===== src/rtl/rf_pkg.sv =====
package rf_pkg;

    localparam int PIX_W_D    = 8;
    localparam int COEF_W_D   = 6;
    localparam int WT_W_D     = 6;
    localparam int NDIR_D     = 5;
    localparam int NSETS_D    = 4;
    localparam int SUM_FRAC_D = 3;

    typedef enum logic [1:0] {
        BASE_CENTRE = 2'b00,
        BASE_SELF   = 2'b01,
        BASE_CHAIN  = 2'b10,
        BASE_SPARE  = 2'b11
    } base_mode_e;

    // Outer-tap coefficient of set k: k+1
    function automatic int outer_coef(input int k);
        return k + 1;
    endfunction

    // Centre-tap coefficient of set k: -(k+2)
    function automatic int centre_coef(input int k);
        return -(k + 2);
    endfunction

endpackage


===== src/rtl/rf_dir_lane.sv =====
module rf_dir_lane #(
    parameter int PIX_W  = rf_pkg::PIX_W_D,
    parameter int COEF_W = rf_pkg::COEF_W_D,
    parameter int SEL_W  = 2,
    parameter int LF_W   = PIX_W + COEF_W + 3
) (
    input  logic                   clk,
    input  logic                   rst,
    input  logic                   load,
    input  logic                   en,
    input  logic [SEL_W-1:0]       sel,
    input  logic [PIX_W-1:0]       pa,
    input  logic [PIX_W-1:0]       pb,
    input  logic [PIX_W-1:0]       pc,
    output logic signed [LF_W-1:0] lf_q
);
    logic signed [LF_W-1:0] xa, xb, xc, kb, ka, lf;

    always_comb begin
        xa = LF_W'($signed({1'b0, pa}));
        xb = LF_W'($signed({1'b0, pb}));
        xc = LF_W'($signed({1'b0, pc}));
        kb = LF_W'(rf_pkg::outer_coef(int'(sel)));
        ka = LF_W'(rf_pkg::centre_coef(int'(sel)));
        lf = xa * kb + xc * ka + xb * kb;
    end

    always_ff @(posedge clk) begin
        if (rst)       lf_q <= '0;
        else if (load) lf_q <= en ? lf : '0;
    end

    // a disabled direction holds a zero term
    p_lane_off_r9: assert property (@(posedge clk) disable iff (rst)
        (load && !en) |=> (lf_q == '0));

endmodule


===== src/rtl/rf_weight_tree.sv =====
module rf_weight_tree #(
    parameter int NDIR  = rf_pkg::NDIR_D,
    parameter int LF_W  = 17,
    parameter int WT_W  = rf_pkg::WT_W_D,
    parameter int SUM_W = 22
) (
    input  logic [NDIR*LF_W-1:0]    lf_flat,
    input  logic [NDIR*WT_W-1:0]    wt_flat,
    output logic signed [SUM_W-1:0] sum
);
    localparam int PROD_W = LF_W + WT_W + 1;

    logic signed [SUM_W-1:0] term [NDIR];

    for (genvar d = 0; d < NDIR; d++) begin : g_dir
        logic signed [PROD_W-1:0] el, ew, prod;
        always_comb begin
            el      = PROD_W'($signed(lf_flat[d*LF_W +: LF_W]));
            ew      = PROD_W'($signed({1'b0, wt_flat[d*WT_W +: WT_W]}));
            prod    = el * ew;
            term[d] = SUM_W'(prod >>> WT_W);
        end
    end

    always_comb begin
        sum = '0;
        for (int d = 0; d < NDIR; d++) sum = sum + term[d];
    end

endmodule


===== src/rtl/rf_out_stage.sv =====
module rf_out_stage #(
    parameter int PIX_W = rf_pkg::PIX_W_D,
    parameter int SUM_W = 22,
    parameter int FRAC  = rf_pkg::SUM_FRAC_D
) (
    input  logic                    clk,
    input  logic                    rst,
    input  logic                    fire,
    input  logic [1:0]              mode,
    input  logic [PIX_W-1:0]        centre,
    input  logic [PIX_W-1:0]        chain,
    input  logic signed [SUM_W-1:0] sum,
    output logic                    out_valid,
    output logic [PIX_W-1:0]        out_pix
);
    import rf_pkg::*;

    localparam logic signed [SUM_W-1:0] HALF = SUM_W'(2 ** (FRAC - 1));
    localparam logic signed [SUM_W:0]   PMAX = (SUM_W + 1)'(2 ** PIX_W - 1);

    base_mode_e              bm;
    logic [PIX_W-1:0]        base;
    logic signed [SUM_W-1:0] rnd;
    logic signed [SUM_W:0]   tot;
    logic [PIX_W-1:0]        clamped;

    always_comb begin
        bm = base_mode_e'(mode);
        unique case (bm)
            BASE_SELF:  base = out_pix;
            BASE_CHAIN: base = chain;
            default:    base = centre;
        endcase
        rnd = (sum + HALF) >>> FRAC;
        tot = (SUM_W + 1)'($signed({1'b0, base})) + (SUM_W + 1)'(rnd);
        if (tot < 0)          clamped = '0;
        else if (tot > PMAX)  clamped = '1;
        else                  clamped = tot[PIX_W-1:0];
    end

    always_ff @(posedge clk) begin
        if (rst) begin
            out_valid <= 1'b0;
            out_pix   <= '0;
        end else begin
            out_valid <= fire;
            if (fire) out_pix <= clamped;
        end
    end

    // result strobe is a single-cycle pulse following each issue
    p_pulse_r10: assert property (@(posedge clk) disable iff (rst)
        out_valid |=> !out_valid);
    p_latency_r10: assert property (@(posedge clk) disable iff (rst)
        fire |=> out_valid);
    // with no filter contribution the self-fed base is kept
    p_self_hold_r8: assert property (@(posedge clk) disable iff (rst)
        (fire && mode == 2'b01 && sum == '0) |=> (out_pix == $past(out_pix)));
    // with no filter contribution the chain input passes through
    p_chain_pass_r7: assert property (@(posedge clk) disable iff (rst)
        (fire && mode == 2'b10 && sum == '0) |=> (out_pix == $past(chain)));

endmodule


===== src/rtl/rational_filter_core.sv =====
module rational_filter_core #(
    parameter int NDIR     = rf_pkg::NDIR_D,
    parameter int PIX_W    = rf_pkg::PIX_W_D,
    parameter int COEF_W   = rf_pkg::COEF_W_D,
    parameter int WT_W     = rf_pkg::WT_W_D,
    parameter int NSETS    = rf_pkg::NSETS_D,
    parameter int SUM_FRAC = rf_pkg::SUM_FRAC_D,
    localparam int SEL_W   = $clog2(NSETS)
) (
    input  logic                  clk,
    input  logic                  rst,
    input  logic                  in_valid,
    input  logic [1:0]            mode,
    input  logic [SEL_W-1:0]      coef_sel,
    input  logic [NDIR-1:0]       dir_en,
    input  logic [PIX_W-1:0]      pix_c,
    input  logic [NDIR*PIX_W-1:0] pix_a,
    input  logic [NDIR*PIX_W-1:0] pix_b,
    input  logic [NDIR*WT_W-1:0]  dir_wt,
    input  logic [PIX_W-1:0]      cas_in,
    output logic                  out_valid,
    output logic [PIX_W-1:0]      out_pix
);
    localparam int LF_W   = PIX_W + COEF_W + 3;
    localparam int SUM_W  = LF_W + 1 + $clog2(NDIR) + 1;

    logic                    s1_valid;
    logic                    accept;
    logic [1:0]              mode_q;
    logic [PIX_W-1:0]        centre_q, chain_q;
    logic [NDIR*WT_W-1:0]    wt_q;
    logic [NDIR*LF_W-1:0]    lf_flat;
    logic signed [SUM_W-1:0] sum;

    assign accept = in_valid && !s1_valid;

    always_ff @(posedge clk) begin
        if (rst) begin
            s1_valid <= 1'b0;
            mode_q   <= '0;
            centre_q <= '0;
            chain_q  <= '0;
            wt_q     <= '0;
        end else begin
            s1_valid <= accept;
            if (accept) begin
                mode_q   <= mode;
                centre_q <= pix_c;
                chain_q  <= cas_in;
                wt_q     <= dir_wt;
            end
        end
    end

    for (genvar d = 0; d < NDIR; d++) begin : g_lane
        logic signed [LF_W-1:0] lf_d;
        rf_dir_lane #(
            .PIX_W (PIX_W),
            .COEF_W(COEF_W),
            .SEL_W (SEL_W),
            .LF_W  (LF_W)
        ) u_lane (
            .clk (clk),
            .rst (rst),
            .load(accept),
            .en  (dir_en[d]),
            .sel (coef_sel),
            .pa  (pix_a[d*PIX_W +: PIX_W]),
            .pb  (pix_b[d*PIX_W +: PIX_W]),
            .pc  (pix_c),
            .lf_q(lf_d)
        );
        assign lf_flat[d*LF_W +: LF_W] = lf_d;
    end

    rf_weight_tree #(
        .NDIR (NDIR),
        .LF_W (LF_W),
        .WT_W (WT_W),
        .SUM_W(SUM_W)
    ) u_tree (
        .lf_flat(lf_flat),
        .wt_flat(wt_q),
        .sum    (sum)
    );

    rf_out_stage #(
        .PIX_W(PIX_W),
        .SUM_W(SUM_W),
        .FRAC (SUM_FRAC)
    ) u_out (
        .clk      (clk),
        .rst      (rst),
        .fire     (s1_valid),
        .mode     (mode_q),
        .centre   (centre_q),
        .chain    (chain_q),
        .sum      (sum),
        .out_valid(out_valid),
        .out_pix  (out_pix)
    );

    // no mask is taken in the cycle after one was taken
    p_issue_gap_r11: assert property (@(posedge clk) disable iff (rst)
        s1_valid |=> !s1_valid);
    // no result strobe while the first stage is empty after reset
    p_idle_quiet_r1: assert property (@(posedge clk) disable iff (rst)
        (!s1_valid) |=> !out_valid);

endmodule


===== config.mk =====
export PLATFORM = sky130hd
export DESIGN_NAME = rational_filter_core
export DESIGN_NICKNAME = d
export VERILOG_FILES = /design/src/rtl/rf_pkg.sv /design/src/rtl/rf_dir_lane.sv /design/src/rtl/rf_weight_tree.sv /design/src/rtl/rf_out_stage.sv /design/src/rtl/rational_filter_core.sv
export SDC_FILE = /design/constraint.sdc
export NUM_CORES = 2
export LEC_CHECK = 0
export BUFFER_PORTS_ARGS = -buffer_cell sky130_fd_sc_hd__buf_2
export CAP_MARGIN = 15
export CELL_PAD_IN_SITES_DETAIL_PLACEMENT = 2
export CELL_PAD_IN_SITES_GLOBAL_PLACEMENT = 2
export CORE_UTILIZATION = 45
export CTS_CLUSTER_DIAMETER = 60
export DETAILED_ROUTE_END_ITERATION = 8
export PLACE_DENSITY_LB_ADDON = 0.1
export SLEW_MARGIN = 10
export SYNTH_ARGS = -nofsm -noshare
export SYNTH_HDL_FRONTEND = slang
export SYNTH_SLANG_ARGS = --single-unit

===== constraint.sdc =====
create_clock -name clk -period 15.6 [get_ports clk]
set_input_delay 0.78 -clock clk [delete_from_list [all_inputs] [get_ports clk]]
set_output_delay 0.78 -clock clk [all_outputs]
set_load 0.005 [all_outputs]

==> flow_metrics.tcl <==
set metrics [dict create \
    outcome "completed" \
    clkLatencyLatePin_ps 490 \
    die_w_um 285.7 \
    ys_seq_elements 143 \
    syn-cell-area_mm2 0.03623 \
    drive_gt1_share_pct 5.188 \
    cp_max_fo 18 \
    setup_tns_ps 0 \
    reg2reg_depth 37 \
    finClkSkew_ps 25.67 \
    syn-mean-instance-area_um2 8.913 \
    clkTransAtPathRegs_ps 70 \
    fp.coreArea_mm2 0.07939 \
    antenna_found_initial 1 \
    async_reset_ff_share_pct 0 \
    globalplace.congestion 0.8611 \
    synth-edff-count 0 \
    cts_tree "yes" \
    grt_usage_pct 31.07 \
    rr_startpoint "wt_q[20]" \
    drc 0 \
    vias_per_cell 5.436 \
    fin_hold_ws_ps 463.9 \
    min_from "chain_q[1]" \
    start_util_pct 45.64 \
    synthToLayoutAreaGrowth_pct 6.496 \
    num_vias 28250 \
    maxCapViolCount 0 \
    nets 5374 \
    relSlewSlack_pct 17.95 \
    rsz0062_at_grt "no" \
    maxSlewViolCount 0 \
    tightestPinTransition_ps 1227 \
    cp-startpoint "wt_q[20]" \
    critPathMostFrequentCell "fa_1" \
    hold_class "register to register" \
    totalWireLength_um 122900 \
    grt_pass1_vias 33530 \
    drt_iter0_markers 1233 \
    slowest_delay_ps 800 \
    ant_nets 0 \
    start_kind "register" \
    row_count 103 \
    cts_made_buffers 17 \
    ios 147 \
    fin_crit_sh_pct 70.62 \
    cts_resized 0 \
    hold_depth 2 \
    r2r_setup_slack_ps 4580 \
    ys_warn_count 0 \
    grt-ovfl-total 0 \
    drtPass1Iterations 5 \
    post-cts-setup-buffers 0 \
    crit_slowest_cell "dfxtp_1" \
    cp.arrival_ps 11420 \
    hold_end "chain_q[1]" \
    avgRoutedWirePerCell_um 23.66 \
    min_period_ps 11020 \
    synth_cells 4065 \
    critical_path_class "register to register" \
    rr_endpoint "u_out.out_pix[0]" \
    fp.dieArea_mm2 0.08165 \
    place_hpwl_um 105500 \
    setup_viol 0 \
    fill_cells 8740 \
    clockRootBuffer "clkbuf_16" \
    hold_viol 0 \
    fp.dieH_um 285.7 \
    multi_input_area_mm2 0.03012 \
    cp.required_ps 16000 \
    ys.flop_type "dfxtp_1" \
    io_buffer_count 146 \
    seq_area_frac_synth_pct 7.902 \
    clock_sinks 143 \
    ff_latch_area_mm2 0.002863 \
    cts_hold_buf 0 \
    grt_max_degree 84 \
    grt_pass1_wl_um 195000 \
    setup.worst_path.end_class "register" \
    fmax_mhz 90.78 \
    cts_buffer_depth 2 \
    netlist-cell-type-count 71 \
    cts_max_level 4 \
]
[final cells by class]
type | count | share of cell area [%]
multi-input combinational | 3048 | 78.07
inverter | 766 | 7.452
sequential | 143 | 7.420
tap | 1050 | 3.405
timing repair buffer | 155 | 2.075
clock buffer | 19 | 1.174
clock inverter | 13 | 0.3924
antenna | 2 | 0.01297
[worst max-delay path, delay by kind of cell, from the launching register on]
kind | cells | cell delay [ps]
compound gates | 12 | 2610
mux | 1 | 350
flops | 1 | 800
simple gates | 10 | 2330
xor+xnor | 2 | 390
buf+inv | 2 | 160
fa+ha+maj | 10 | 4280
[kinds of logic after synthesis]
family                     count (synthesis)  share of synthesized area, %
and+or+nand+nor                         1262                         18.44
adders and majority gates               1105                         51.30
buffers and inverters                    878                         9.100
AOI/OAI and AO/OA                        486                         8.648
xor gates and xnor gates                 188                         4.545
DFF                                      143                         7.902
muxes                                      2                       0.05871
other                                      1                       0.01035
[state kept, by name, summed over array words and instances, names as in the netlist]
register	flops
g_lane.u_lane.lf_q	85
wt_q	30
centre_q	8
chain_q	8
u_out.out_pix	8
mode_q	2
s1_valid	1
u_out.out_valid	1
[how the worst max path moves through the flow]
stage,end,slack [ps],cells after the start
floorplan,u_out.out_pix[0],6100,41
global placement,g_lane[3].u_lane.lf_q[16],5100,32
detailed placement,u_out.out_pix[5],4760,37
CTS,u_out.out_pix[0],4660,37
global route,u_out.out_pix[0],4210,39
finish,u_out.out_pix[0],4580,37
[synthesized netlist by cell type, types with 9 or more instances]
| cell | instances | area share [%] |
|---|---|---|
| a21o_1 | 36 | 0.75 |
| nor3_1 | 35 | 0.48 |
| a32o_1 | 10 | 0.28 |
| and2_1 | 490 | 8.5 |
| nand3_1 | 45 | 0.62 |
| a22oi_1 | 64 | 1.3 |
| dfxtp_1 | 143 | 7.9 |
| o21a_1 | 21 | 0.44 |
| inv_1 | 766 | 7.9 |
| nand2b_1 | 47 | 0.81 |
| a41oi_1 | 9 | 0.22 |
| ha_1 | 471 | 16 |
| xnor2_1 | 133 | 3.2 |
| nand2_1 | 302 | 3.1 |
| a21oi_1 | 197 | 2.7 |
| o21bai_1 | 27 | 0.56 |
| o21ai_0 | 65 | 0.90 |
| nor2b_1 | 132 | 2.3 |
| or2_2 | 11 | 0.19 |
| clkbuf_1 | 109 | 1.1 |
| fa_1 | 634 | 35 |
| xor2_1 | 55 | 1.3 |
| nor2_1 | 163 | 1.7 |
[metal layers]
metal  GRT usage, %  wire length, µm  vias to the layer above
met1          40.09            53730                    14900
li1               -                -                    12780
met2          56.01            63170                      425
met4          8.262             3009                        2
met5              0                9                        -
met3          2.129             3003                      136
[per-stage QoR]
| step | cell area (µm²) | utilization, % | setup WS, ps | cells |
|---|---|---|---|---|
| floorplan | 36240 | - | 6103 | 4069 |
| global placement | 37970 | 47.83 | 5104 | 5162 |
| detailed placement | 37970 | 47.83 | 4764 | 5162 |
| CTS | 38580 | 48.60 | 4655 | 5194 |
| global route | 38580 | 48.60 | 4207 | 5194 |
| finish | 38580 | 48.60 | 4584 | 5196 |
[cells in the final DEF, fill, tap and decap left out, types with 3 or more instances in the layout]
master     synthesis  routed
a41oi_1            9       9
nand2b_1          47      46
a22oi_1           64      64
o41ai_1            5       5
a21o_1            36      36
buf_2              1     145
nor2b_1          132     131
nor4_1             3       3
inv_6              0       3
and3_1             8       8
ha_1             471     469
a32o_1            10      10
o21bai_1          27      27
buf_4              0      10
and4_1             8       8
o21ai_0           65      65
xnor2_1          133     133
o21a_1            21      21
inv_1            766     766
conb_1             1       5
xor2_1            55      55
nand3_1           45      45
or2_2             11      11
dfxtp_1          143     143
nor3b_1            3       3
a21oi_1          197     197
nor2_1           163     163
nand2_1          302     302
o31a_1             6       6
and2_1           490     490
nor3_1            35      35
a211oi_1           5       5
a21boi_0           7       7
clkbuf_16          0      17
fa_1             634     634
or3_1              6       6
Power is left out: the tool's default activity adds up to more than one toggle a clock period on the data nets, which glitch-free logic cannot reach.
